### src/rtl/txtl_pkg.sv
package txtl_pkg;
  typedef enum logic [1:0] {
    ST_IDLE   = 2'd0,
    ST_APPLY  = 2'd1,
    ST_FINISH = 2'd2
  } txtl_state_e;
endpackage

### src/rtl/txtl_calc.sv
module txtl_calc #(
  parameter int TH_W   = 6,
  parameter int TH_MIN = 1,
  parameter int TH_MAX = 63
) (
  input  logic [TH_W-1:0] cur_i,
  input  logic            op_inc_i,
  output logic [TH_W-1:0] nxt_o,
  output logic            err_o
);
  localparam logic [TH_W-1:0] MIN_L = TH_W'(TH_MIN);
  localparam logic [TH_W-1:0] MAX_L = TH_W'(TH_MAX);

  logic [TH_W-1:0] gap;
  logic [TH_W-1:0] half;

  always_comb begin
    gap  = MAX_L - cur_i;
    half = gap >> 1;
    if (op_inc_i) begin
      err_o = (half == '0);
      nxt_o = err_o ? cur_i : cur_i + half;
    end else begin
      err_o = (cur_i <= MIN_L);
      nxt_o = err_o ? cur_i : cur_i - 1'b1;
    end
  end
endmodule

### src/rtl/txtl_ctrl.sv
module txtl_ctrl
  import txtl_pkg::*;
(
  input  logic clk,
  input  logic rst_n,
  input  logic inc_req_i,
  input  logic dec_req_i,
  input  logic irq_en_i,
  output logic load_o,
  output logic op_inc_o,
  output logic irq_en_o,
  output logic done_o
);
  txtl_state_e state;
  logic        saved_en;
  logic        irq_q;
  logic        done_q;
  logic        op_q;
  logic        accept;

  assign accept = (state == ST_IDLE) && (inc_req_i || dec_req_i);

  always_ff @(posedge clk) begin
    if (!rst_n) begin
      state    <= ST_IDLE;
      saved_en <= 1'b0;
      irq_q    <= 1'b0;
      done_q   <= 1'b0;
      op_q     <= 1'b0;
    end else begin
      done_q <= 1'b0;
      unique case (state)
        ST_IDLE: begin
          irq_q <= irq_en_i;
          if (accept) begin
            state    <= ST_APPLY;
            op_q     <= inc_req_i;
            saved_en <= irq_en_i;
            irq_q    <= 1'b0;
          end
        end
        ST_APPLY: state <= ST_FINISH;
        ST_FINISH: begin
          irq_q  <= saved_en;
          done_q <= 1'b1;
          state  <= ST_IDLE;
        end
        default: state <= ST_IDLE;
      endcase
    end
  end

  assign load_o   = (state == ST_APPLY);
  assign op_inc_o = op_q;
  assign irq_en_o = irq_q;
  assign done_o   = done_q;

  // masking takes effect right after acceptance
  a_r7_mask_on_accept: assert property (@(posedge clk) disable iff (!rst_n)
    accept |=> !irq_en_o);
  // completion is a single-cycle pulse
  a_r8_done_single: assert property (@(posedge clk) disable iff (!rst_n)
    done_o |=> !done_o);
  // apply cycle follows acceptance
  a_r8_apply_after_accept: assert property (@(posedge clk) disable iff (!rst_n)
    accept |=> load_o);
endmodule

### src/rtl/txtl_level_reg.sv
module txtl_level_reg #(
  parameter int TH_W   = 6,
  parameter int TH_MIN = 1,
  parameter int TH_MAX = 63
) (
  input  logic            clk,
  input  logic            rst_n,
  input  logic            load_i,
  input  logic [TH_W-1:0] nxt_i,
  input  logic            err_i,
  output logic [TH_W-1:0] level_o,
  output logic            err_o
);
  localparam logic [TH_W-1:0] MIN_L = TH_W'(TH_MIN);
  localparam logic [TH_W-1:0] MAX_L = TH_W'(TH_MAX);

  always_ff @(posedge clk) begin
    if (!rst_n) begin
      level_o <= MIN_L;
      err_o   <= 1'b0;
    end else if (load_i) begin
      level_o <= nxt_i;
      err_o   <= err_i;
    end
  end

  // level stays in range
  a_r10_in_range: assert property (@(posedge clk) disable iff (!rst_n)
    (level_o >= MIN_L) && (level_o <= MAX_L));
  // level moves only in an apply cycle
  a_r10_change_on_load: assert property (@(posedge clk) disable iff (!rst_n)
    !load_i |=> $stable(level_o));
  // a limit error leaves the level untouched
  a_r3_err_keeps_level: assert property (@(posedge clk) disable iff (!rst_n)
    (load_i && err_i) |=> $stable(level_o));
endmodule

### src/rtl/tx_trig_level.sv
module tx_trig_level #(
  parameter int TH_W   = 6,
  parameter int TH_MIN = 1,
  parameter int TH_MAX = 63
) (
  input  logic            clk,
  input  logic            rst_n,
  input  logic            inc_req_i,
  input  logic            dec_req_i,
  input  logic            irq_en_i,
  output logic [TH_W-1:0] level_o,
  output logic            done_o,
  output logic            limit_err_o,
  output logic            irq_en_o
);
  logic            load;
  logic            op_inc;
  logic [TH_W-1:0] nxt;
  logic            calc_err;

  txtl_ctrl u_ctrl (
    .clk(clk), .rst_n(rst_n), .inc_req_i(inc_req_i), .dec_req_i(dec_req_i),
    .irq_en_i(irq_en_i), .load_o(load), .op_inc_o(op_inc),
    .irq_en_o(irq_en_o), .done_o(done_o)
  );

  txtl_calc #(.TH_W(TH_W), .TH_MIN(TH_MIN), .TH_MAX(TH_MAX)) u_calc (
    .cur_i(level_o), .op_inc_i(op_inc), .nxt_o(nxt), .err_o(calc_err)
  );

  txtl_level_reg #(.TH_W(TH_W), .TH_MIN(TH_MIN), .TH_MAX(TH_MAX)) u_reg (
    .clk(clk), .rst_n(rst_n), .load_i(load), .nxt_i(nxt), .err_i(calc_err),
    .level_o(level_o), .err_o(limit_err_o)
  );

  // restored enable equals the value captured at acceptance
  a_r7_restore: assert property (@(posedge clk) disable iff (!rst_n)
    done_o |-> (irq_en_o == $past(irq_en_i, 3)));
  // enable is masked in the cycle before completion
  a_r7_masked_before_done: assert property (@(posedge clk) disable iff (!rst_n)
    $rose(done_o) |-> !$past(irq_en_o));
endmodule

### config.mk
export PLATFORM = sky130hd
export DESIGN_NAME = tx_trig_level
export DESIGN_NICKNAME = d
export VERILOG_FILES = /design/src/rtl/txtl_pkg.sv /design/src/rtl/txtl_calc.sv /design/src/rtl/txtl_ctrl.sv /design/src/rtl/txtl_level_reg.sv /design/src/rtl/tx_trig_level.sv
export SDC_FILE = /design/constraint.sdc
export NUM_CORES = 1
export LEC_CHECK = 0
export ABC_AREA = 1
export BUFFER_PORTS_ARGS = -buffer_cell sky130_fd_sc_hd__buf_4
export CAP_MARGIN = 20
export CORE_MARGIN = 2
export CORE_UTILIZATION = 50
export DETAILED_ROUTE_END_ITERATION = 6
export PLACE_DENSITY = 0.78
export SYNTH_ARGS = -nofsm -noshare
export SYNTH_HDL_FRONTEND = slang
export SYNTH_SLANG_ARGS = --single-unit
### constraint.sdc
create_clock -name clk -period 1.7 [get_ports clk]
set_input_delay 0.085 -clock clk [delete_from_list [all_inputs] [get_ports clk]]
set_output_delay 0.085 -clock clk [all_outputs]
set_load 0.01 [all_outputs]
==> results of run 1 <==
[power groups by stage]
| stage | registers [W] | clock network [W] | logic [W] |
|---|---|---|---|
| 5_1_grt | 0.000369 | 0.000212 | 0.000617 |
| 6_report | 0.000365 | 0.000192 | 0.000549 |
| 4_1_cts | 0.000363 | 0.000201 | 0.000521 |
| 2_1_floorplan | 0.000381 | 0 | 0.000372 |
| 3_3_place_gp | 0.000368 | 0 | 0.000505 |
| 3_5_place_dp | 0.000370 | 0 | 0.000519 |
[per-stage QoR]
| stage | setup TNS, ns | setup slack (ns) | util (%) | std cells | power, W |
|---|---|---|---|---|---|
| 2_1_floorplan | 0 | 0.03348 | - | 129 | 0.0007538 |
| 3_3_place_gp | 0 | 0.08803 | 59.61 | 171 | 0.0008727 |
| 3_5_place_dp | 0 | 0.04669 | 59.61 | 171 | 0.0008891 |
| 4_1_cts | 0 | 0.03015 | 60.99 | 175 | 0.001085 |
| 5_1_grt | -0.07125 | -0.03835 | 62.37 | 176 | 0.001198 |
| 6_report | 0 | 0.05246 | 62.37 | 176 | 0.001106 |
[kinds of logic after synthesis]
kind of cell / synth area share [%]
compound gates: 19.59
simple gates: 25.57
flops: 26.46
xor+xnor: 0.8907
fa+ha+maj: 19.85
buf+inv: 7.633
[cell type report]
type                    instances  area [sq um]
clock buffers                   4         26.28
fillers                       190         715.7
inverters                      18         70.07
multi-input cells              97         665.6
flip-flops and latches         13         262.8
well taps                      27         33.78
repair buffers                 17         127.6
[worst paths after layout]
path / to / slack (ns) / depth (start not counted)
max: u_reg.level_o[1] / 0.05 / 7
min: u_ctrl.state[0] / 0.09 / 3
max reg2reg: u_reg.level_o[1] / 0.05 / 7
min reg2reg: u_ctrl.saved_en / 0.48 / 2
[routing by layer]
layer / wire, microns / up-vias / GRT usage (%) / share of wire [%]
met2: 1063 / 11 / 32.87 / 50
met1: 987 / 420 / 23.09 / 47
li1: - / 460 / - / -
met4: 27 / 0 / 5.714 / 1.3
met5: 0 / - / 0 / 0
met3: 38 / 2 / 3.086 / 1.8
[placed cells by master (no fill, tap or decap), types with 3 or more instances in the layout]
cell | netlist | layout
inv_2 | 3 | 6
dfxtp_1 | 13 | 11
nand2_2 | 3 | 3
clkbuf_4 | 0 | 3
a21oi_1 | 8 | 8
a21oi_2 | 4 | 4
buf_4 | 0 | 17
ha_1 | 14 | 12
nand3_1 | 9 | 9
nand2_1 | 23 | 23
o21ai_0 | 8 | 8
nor2_1 | 13 | 13
inv_1 | 14 | 11
o21ai_2 | 4 | 4
[registers in the layout, indices dropped and copies added, names as in the netlist]
register	flops
u_ctrl.state	2
u_ctrl.done_o	1
u_reg.level_o	6
u_ctrl.saved_en	1
u_ctrl.op_inc_o	1
u_reg.err_o	1
u_ctrl.irq_en_o	1
[repair_timing]
item / 4_1_cts / 5_1_grt
setup endpoints to repair: 0 / 5
resized for setup: 0 / 7
setup buffers: 0 / 1
hold buffers: 0 / 0
[critical path, cell delays in order, from the launching register on]
cell and delay [ns]:
dfxtp_2 0.33, inv_1 0.15, ha_2 0.25, fa_2 0.44
nand2_1 0.07, o21ai_0 0.09, o21ai_2 0.17, a21oi_2 0.05
==> results by group, run 1 <==
Power
  • Clock power share: 17.4%
  • P_int: 0.0006479 W
  • Max VDD drop: 0.5971 mV
  • Pleak: 0.5533 nW
  • Logic pwr share: 49.6%
  • Cell Pwr Density: 932.7 nW/um^2
  • Sw Ratio: 41.43%
  • Flop pwr share: 33.0%
  • Net Sw Power: 0.0004583 W

Placed design
  • Buffers on Ports: 13
  • Hpwl dp: 1618 microns
  • Placement Cell Area: 1134 sq um
  • GP Congestion: 0.8988

Die
  • Ports: 14
  • Core area: 1902 sq um
  • Width of the die: 48.35 microns
  • Die Span Y: 48.35 microns
  • Die ar.: 2338 sq um
  • Core Rows: 16
  • Initial Util: 51.71%

Synth
  • Register area share after synthesis: 26.46%
  • Most common cell in the synthesized netlist: nand2_1
  • Post-synth top area cell: dfxtp_1
  • EDFF count, synth: 0
  • Post-synth top cells: 23 x nand2_1, 14 x ha_1, 14 x inv_1
  • Yosys reg bits: 13
  • Async set-or-reset flop fraction in the synthesized netlist: 0%
  • Yosys warns: 0
  • Area fraction of the dominant cell type after synthesis: 26.46%
  • Post-Syn Area: 983.4 sq um
  • Syn Nets: 149
  • Distinct cells, synth: 24
  • Gate Count Post-Synth: 129
  • Top cells by area, synth: dfxtp_1 26%, ha_1 18%, nand2_1 8.8%
  • Synth Flop Type: dfxtp_1
  • Syn_area_per_cell: 7.624 sq um

Critical path
  • Reg2reg start: u_reg.level_o[1]
  • Nature of the critical path endpoint: register
  • CP Launch Type: register
  • Crit Path Category: reg2reg
  • Worst Setup SP: u_reg.level_o[1]
  • Crit path required time: 1.86 ns
  • Max FO, Critical Path: 5
  • Critical path arrival: 1.80 ns

Timing
  • Clock Skew: 0.0008206 ns
  • RSZ-0062 raised after global routing: yes
  • Max Freq: 607.0 MHz
  • Worst slew pin tran: 0.2813 ns
  • Tmin final: 1.648 ns
  • Final Max Slew Viols: 0
  • Slew HR: 81.22%
  • Fin. Hold Viols: 0
  • WHS: 0.09238 ns
  • Final setup viols: 0
  • Fin crit share: 96.91%

Detailed routing
  • Drt initial violations: 6
  • Vias per inst: 5.074
  • Detail Route Antenna Nets: 0
  • Routed WL: 2117 microns
  • Vias: 893
  • 1st-pass router iterations: 4
  • DRC viols: 0
  • Drt wl/cell: 12.03 microns

Clocking
  • Clock buffer depth: 2
  • Cts bufs inserted: 3
  • Clk slew on worst S/H paths: 0.08 ns
  • Clock root cell: clkbuf_4
  • CTS Sinks: 13
  • H-tree Lvls: 1
  • TritonCTS clock tree: yes
  • Clock latency on the worst-skew pair: 0.27 ns

Run
  • Max-cap violations: 0

GRT
  • First-pass GRT wire length: 3422 microns
  • GRT Overall Usage: 18.56%
  • Largest net degree at the start of global routing: 11
  • Vias in the first global route: 815
  • Overflow after GRT: 0
  • Initial antenna violation count: 0

Outcome
  • Status: complete, no violations

Layout
  • Ant. Diodes: 0
  • Design Area, Final: 1186 sq um
  • Synthesis-to-finish area growth: 20.61%
  • Final net count: 170
  • Share of cells above drive strength 1: 32.21%

Min path
  • Hold path startpoint: dec_req_i
  • Worst hold path class: in2reg
Note: power is estimated with default switching activity, not from simulation.
==> run 2: changes to the inputs <==
--- a/config.mk
+++ b/config.mk
@@ -12,6 +12,7 @@
 export CORE_UTILIZATION = 50
 export DETAILED_ROUTE_END_ITERATION = 6
 export PLACE_DENSITY = 0.78
+export REMOVE_ABC_BUFFERS = 1
 export SYNTH_ARGS = -nofsm -noshare
 export SYNTH_HDL_FRONTEND = slang
 export SYNTH_SLANG_ARGS = --single-unit
==> run 2 against run 1 <==
Sequential share of layout area rose by 0.42 points. Cell count grew 0.57%. Clock power increased by 2%. Wire length is 0.14% higher. Worst hold slack worse by 0.011 ns. Global-route usage grew 1.8 points. Register-to-register slack improved by 0.08 ns. Clock-buffer cell count unchanged. Via count is 1.2% higher. Utilization unchanged. Die area unchanged. Final area unchanged. Critical path type unchanged.
==> results by group, run 2 (same netlist as run 1, synthesis figures left out) <==
Outcome
  • Status: complete, no violations

Layout
  • Biggest register: u_reg.level_o
  • Post-layout util: 62.37%
  • Biggest regs: u_reg.level_o x6, u_ctrl.state x2
  • Most common cell after layout, fill and taps aside: nand2_1
  • Most frequent cells in the layout: 23 x nand2_1, 18 x buf_4, 13 x nor2_1, 13 x ha_1, 11 x inv_1
  • Synthesis-to-finish area growth: 20.61%
  • Fillers: 176
  • Share of cells above drive strength 1: 33.33%
  • Final net count: 171
  • Ant. Diodes: 0
  • Number of flip-flops in the largest register: 6

Detailed routing
  • DRC viols: 0
  • Routed WL: 2120 microns
  • Drt wl/cell: 11.98 microns
  • Vias: 904
  • 1st-pass router iterations: 4
  • Drt initial violations: 12
  • Vias per inst: 5.107
  • Detail Route Antenna Nets: 0

GRT
  • Vias in the first global route: 892
  • M1 GR Usage: 24.17%
  • Met3 Use GR: 2.778%
  • First-pass GRT wire length: 3753 microns
  • GR peak layer: met2
  • Initial antenna violation count: 0
  • Largest net degree at the start of global routing: 11
  • GRT Overall Usage: 20.38%
  • Overflow after GRT: 0
  • Met2 usage: 37.27%

Power
  • P_int: 0.0006455 W
  • Pleak: 0.5577 nW
  • Sw Ratio: 41.36%
  • Max VDD drop: 0.4719 mV
  • Logic pwr share: 48.9%
  • Cell Pwr Density: 928.0 nW/um^2
  • Clock power share: 17.8%
  • Net Sw Power: 0.0004553 W
  • Flop pwr share: 33.3%

Clocking
  • H-tree Lvls: 1
  • Cts bufs inserted: 3
  • CTS Hold Bufs: 0
  • TritonCTS clock tree: yes
  • Clk slew on worst S/H paths: 0.08 ns
  • CTS Sinks: 13
  • Clock root cell: clkbuf_4
  • Clock latency on the worst-skew pair: 0.28 ns
  • Clock buffer depth: 2

Placed design
  • Hpwl dp: 1681 microns
  • Buffers on Ports: 13
  • GP Congestion: 0.8572

Critical path
  • Crit path required time: 1.88 ns
  • Critical path arrival: 1.75 ns
  • CP Launch Type: register
  • Max FO, Critical Path: 3
  • Crit Path Category: reg2reg
  • Nature of the critical path endpoint: register

Die
  • Ports: 14
  • Core area: 1902 sq um
  • Core Rows: 16
  • Die Span Y: 48.35 microns
  • Initial Util: 51.71%
  • Width of the die: 48.35 microns
  • Die ar.: 2338 sq um

Timing
  • Final setup viols: 0
  • Tmin final: 1.571 ns
  • Max Freq: 636.5 MHz
  • Fin. Hold Viols: 0
  • Slew HR: 80.26%
  • Fin crit share: 92.42%
  • Clock Skew: 0.002833 ns
  • Final Max Slew Viols: 0
  • Worst slew pin tran: 0.2957 ns
  • RSZ-0062 raised after global routing: yes
  • Setup TNS: 0 ns

Min path
  • Worst hold path class: in2reg

Run
  • Max-cap violations: 0
run 2: cell count changes in the layout (fill, tap and decap cells not counted):
cell / delta
buf_4: +1
dfxtp_1: -2
dfxtp_2: +1
dfxtp_4: +1
ha_1: +1
ha_4: -1
run 2: cell type report:
cell class                      instances  area [sq um]  share of cell area (%)
Inverter                               18         70.07                   5.907
Clock buffer                            4         26.28                   2.215
Timing Repair Buffer                   18         135.1                   11.39
Sequential cell                        13         267.8                   22.57
Tap cell                               27         33.78                   2.848
Multi-Input combinational cell         97         653.1                   55.06
run 2: layer usage:
| metal | part of all wire, % | routed length (microns) |
|---|---|---|
| met5 | 0 | 0 |
| met4 | 1.7 | 36 |
| met3 | 4.3 | 91 |
| met2 | 50 | 1059 |
| met1 | 44 | 933 |
run 2: final timing paths:
kind	from	end	slack, ns	cells past startpoint
worst min register to register	u_ctrl.irq_en_o	u_ctrl.irq_en_o	0.47	2
worst min-delay path	rst_n	u_reg.level_o[1]	0.08	3
worst max-delay path	u_reg.level_o[1]	u_reg.level_o[1]	0.13	7
worst max register to register	u_reg.level_o[1]	u_reg.level_o[1]	0.13	7
run 2: metrics by stage:
stage | area, sq um | hold slack [ns] | setup WS, ns | total power [W] | cells
floorplan | 978.4 | 0.2020 | -0.06857 | 0.0007512 | 128
global placement | 1140 | 0.3680 | 0.1117 | 0.0008776 | 172
detailed placement | 1140 | 0.3756 | 0.06244 | 0.0008934 | 172
CTS | 1166 | 0.07925 | 0.04644 | 0.001094 | 176
global route | 1186 | 0.09064 | -0.02105 | 0.001195 | 177
finish | 1186 | 0.08165 | 0.1289 | 0.001101 | 177
run 2: what timing repair did:
item                       4_1_cts  5_1_grt
setup buffers                    0        1
resized for setup                0       10
setup endpoints to repair        0        5
run 2: critical path: stages, from the launching register on:
cell     delay (ns)
dfxtp_2        0.33
inv_1          0.10
ha_2           0.22
fa_2           0.44
nand2_1        0.07
o21ai_0        0.10
o21ai_2        0.18
a21oi_2        0.04
run 2: power groups by stage:
stage               combinational (W)  sequential, W  clock (W)
global route                 0.000610       0.000372   0.000213
global placement             0.000510       0.000367          0
CTS                          0.000529       0.000362   0.000202
finish                       0.000539       0.000366   0.000196
floorplan                    0.000367       0.000384          0
detailed placement           0.000524       0.000369          0
==> run 3: changes to the inputs <==
--- a/config.mk
+++ b/config.mk
@@ -8,10 +8,9 @@
 export ABC_AREA = 1
 export BUFFER_PORTS_ARGS = -buffer_cell sky130_fd_sc_hd__buf_4
 export CAP_MARGIN = 20
-export CORE_MARGIN = 2
-export CORE_UTILIZATION = 50
+export CORE_UTILIZATION = 30
 export DETAILED_ROUTE_END_ITERATION = 6
-export PLACE_DENSITY = 0.78
+export PLACE_DENSITY = 0.53
 export REMOVE_ABC_BUFFERS = 1
 export SYNTH_ARGS = -nofsm -noshare
 export SYNTH_HDL_FRONTEND = slang
==> run 3 against run 2 <==
Global-route usage shrank 6.4 points. Sequential share of layout area down 0.55 points. Flip-flop and latch count is the same. Largest power group unchanged.
==> results by group, run 3 (same netlist as run 1, synthesis figures left out) <==
Layout
  • Number of flip-flops in the largest register: 6
  • Most frequent cells in the layout: 23 x nand2_1, 18 x buf_4, 13 x nor2_1
  • Post-layout util: 39.31%
  • Biggest regs: u_reg.level_o x6, u_ctrl.state x2
  • Fillers: 320
  • Biggest register: u_reg.level_o
  • Synthesis-to-finish area growth: 23.03%
  • Most common cell after layout, fill and taps aside: nand2_1
  • Ant. Diodes: 0
  • Share of cells above drive strength 1: 35.33%
  • Final net count: 171

Clocking
  • Clock latency on the worst-skew pair: 0.27 ns
  • Cts bufs inserted: 3
  • Clk slew on worst S/H paths: 0.09 ns
  • Clock root cell: clkbuf_4
  • Clock buffer depth: 2
  • CTS Sinks: 13
  • H-tree Lvls: 1
  • TritonCTS clock tree: yes

Timing
  • Final setup viols: 0
  • Tmin final: 1.540 ns
  • Slew HR: 80.37%
  • Fin. Hold Viols: 0
  • Worst slew pin tran: 0.2941 ns
  • Final WS setup: 0.1597 ns
  • Max Freq: 649.2 MHz
  • WHS: 0.08021 ns
  • Final Max Slew Viols: 0
  • Fin crit share: 90.61%
  • Clock Skew: 0.004015 ns

Outcome
  • Status: complete, no violations

Power
  • Pleak: 0.5591 nW
  • Design Power: 0.001103 W
  • Cell Pwr Density: 911.3 nW/um^2
  • Max VDD drop: 0.2869 mV

Placed design
  • Hpwl dp: 1634 microns
  • GP Congestion: 0.8500
  • Pre-CTS setup slack: -0.01065 ns
  • Buffers on Ports: 13

Detailed routing
  • DRC viols: 0
  • Drt wl/cell: 10.84 microns
  • Vias per inst: 4.521
  • Routed WL: 2103 microns
  • 1st-pass router iterations: 4
  • Drt initial violations: 26
  • Vias: 877
  • Detail Route Antenna Nets: 0

Critical path
  • Ordered list of cells on the worst path: inv_2 > ha_2 > fa_2 > nand2_1 > o21ai_0 > o21ai_2 > a21oi_2
  • Critical R2R Capture: u_reg.level_o[1]
  • Critical path's largest stage delay: 0.44 ns
  • Reg2reg start: u_reg.level_o[1]
  • R2R cell count: 7
  • Crit path required time: 1.87 ns
  • Slowest cell on the critical path: fa_2
  • CP Launch Type: register
  • Critical path arrival: 1.71 ns
  • Nature of the critical path endpoint: register
  • R2R Setup Slk: 0.16 ns
  • Max FO, Critical Path: 5
  • Crit Path Category: reg2reg

GRT
  • GRT Overall Usage: 14.03%
  • Overflow after GRT: 0
  • Initial antenna violation count: 0
  • Largest net degree at the start of global routing: 11
  • First-pass GRT wire length: 3643 microns
  • Vias in the first global route: 816

Run
  • Max-cap violations: 0

Die
  • Die ar.: 3511 sq um
  • Core area: 3078 sq um
  • Width of the die: 59.26 microns
  • Core Rows: 20
  • Die Span Y: 59.26 microns
  • Ports: 14
  • Initial Util: 31.95%

Min path
  • Hold path startpoint: rst_n
  • Number of cells on the worst hold path: 3
  • Worst Hold End: u_reg.level_o[1]
  • Worst hold path class: in2reg
## run 3: worst max path at each step
stage,end,depth (start not counted),start,slack (ns)
final,u_reg.level_o[1],7,u_reg.level_o[1],0.16
after global routing,u_reg.level_o[4],10,u_reg.level_o[3],-0.0009
after CTS,u_reg.level_o[4],9,u_reg.level_o[1],0.02
after detailed placement,u_reg.level_o[4],9,u_reg.level_o[1],-0.01
after global placement,u_reg.level_o[4],9,u_reg.level_o[1],0.07
after floorplan,u_reg.level_o[4],9,u_reg.level_o[1],-0.07
## run 3: layout make-up
type                    count  area [sq um]  area share [%]
multi-input cells          97         655.6           54.19
repair buffers             18         135.1           11.17
flip-flops and latches     13         266.5           22.03
clock inverters             1         5.005          0.4137
clock buffers               3         22.52           1.861
inverters                  18         70.07           5.791
well taps                  44         55.05           4.550
## run 3: routing by layer
layer	vias to the layer above	GRT usage, %	part of all wire [%]	wire length (microns)
met1	398	19.20	52	1087
li1	459	-	-	-
met2	18	21.35	44	920
met5	-	0	0	0
met4	0	5.102	0.86	18
met3	2	3.275	3.7	78
## run 3: through the flow
stage	cells	setup TNS (ns)	cell area, sq um
5_1_grt	194	-0.0008920	1210
3_5_place_dp	189	-0.01065	1161
2_1_floorplan	128	-0.1167	978.4
4_1_cts	193	0	1191
6_report	194	0	1210
3_3_place_gp	189	0	1161
## run 3: what timing repair did
item,4_1_cts,5_1_grt
hold buffers,0,0
setup buffers,0,1
setup endpoints to repair,1,5
resized for setup,1,11
pin swaps,0,1
## run 3: worst max-delay path, delay by kind of cell, from the launching register on
family | cells | cell delay, ns
simple gates | 1 | 0.07
fa+ha+maj | 2 | 0.66
flops | 1 | 0.33
buf+inv | 1 | 0.09
compound gates | 3 | 0.29
## run 3: power breakdown
part | total [W] | switching, W | internal [W]
Clock | 0.000197 | 0.000110 | 0.0000871
Combinational | 0.000538 | 0.000320 | 0.000218
Sequential | 0.000367 | 0.0000284 | 0.000339
Total | 0.00110 | 0.000459 | 0.000644
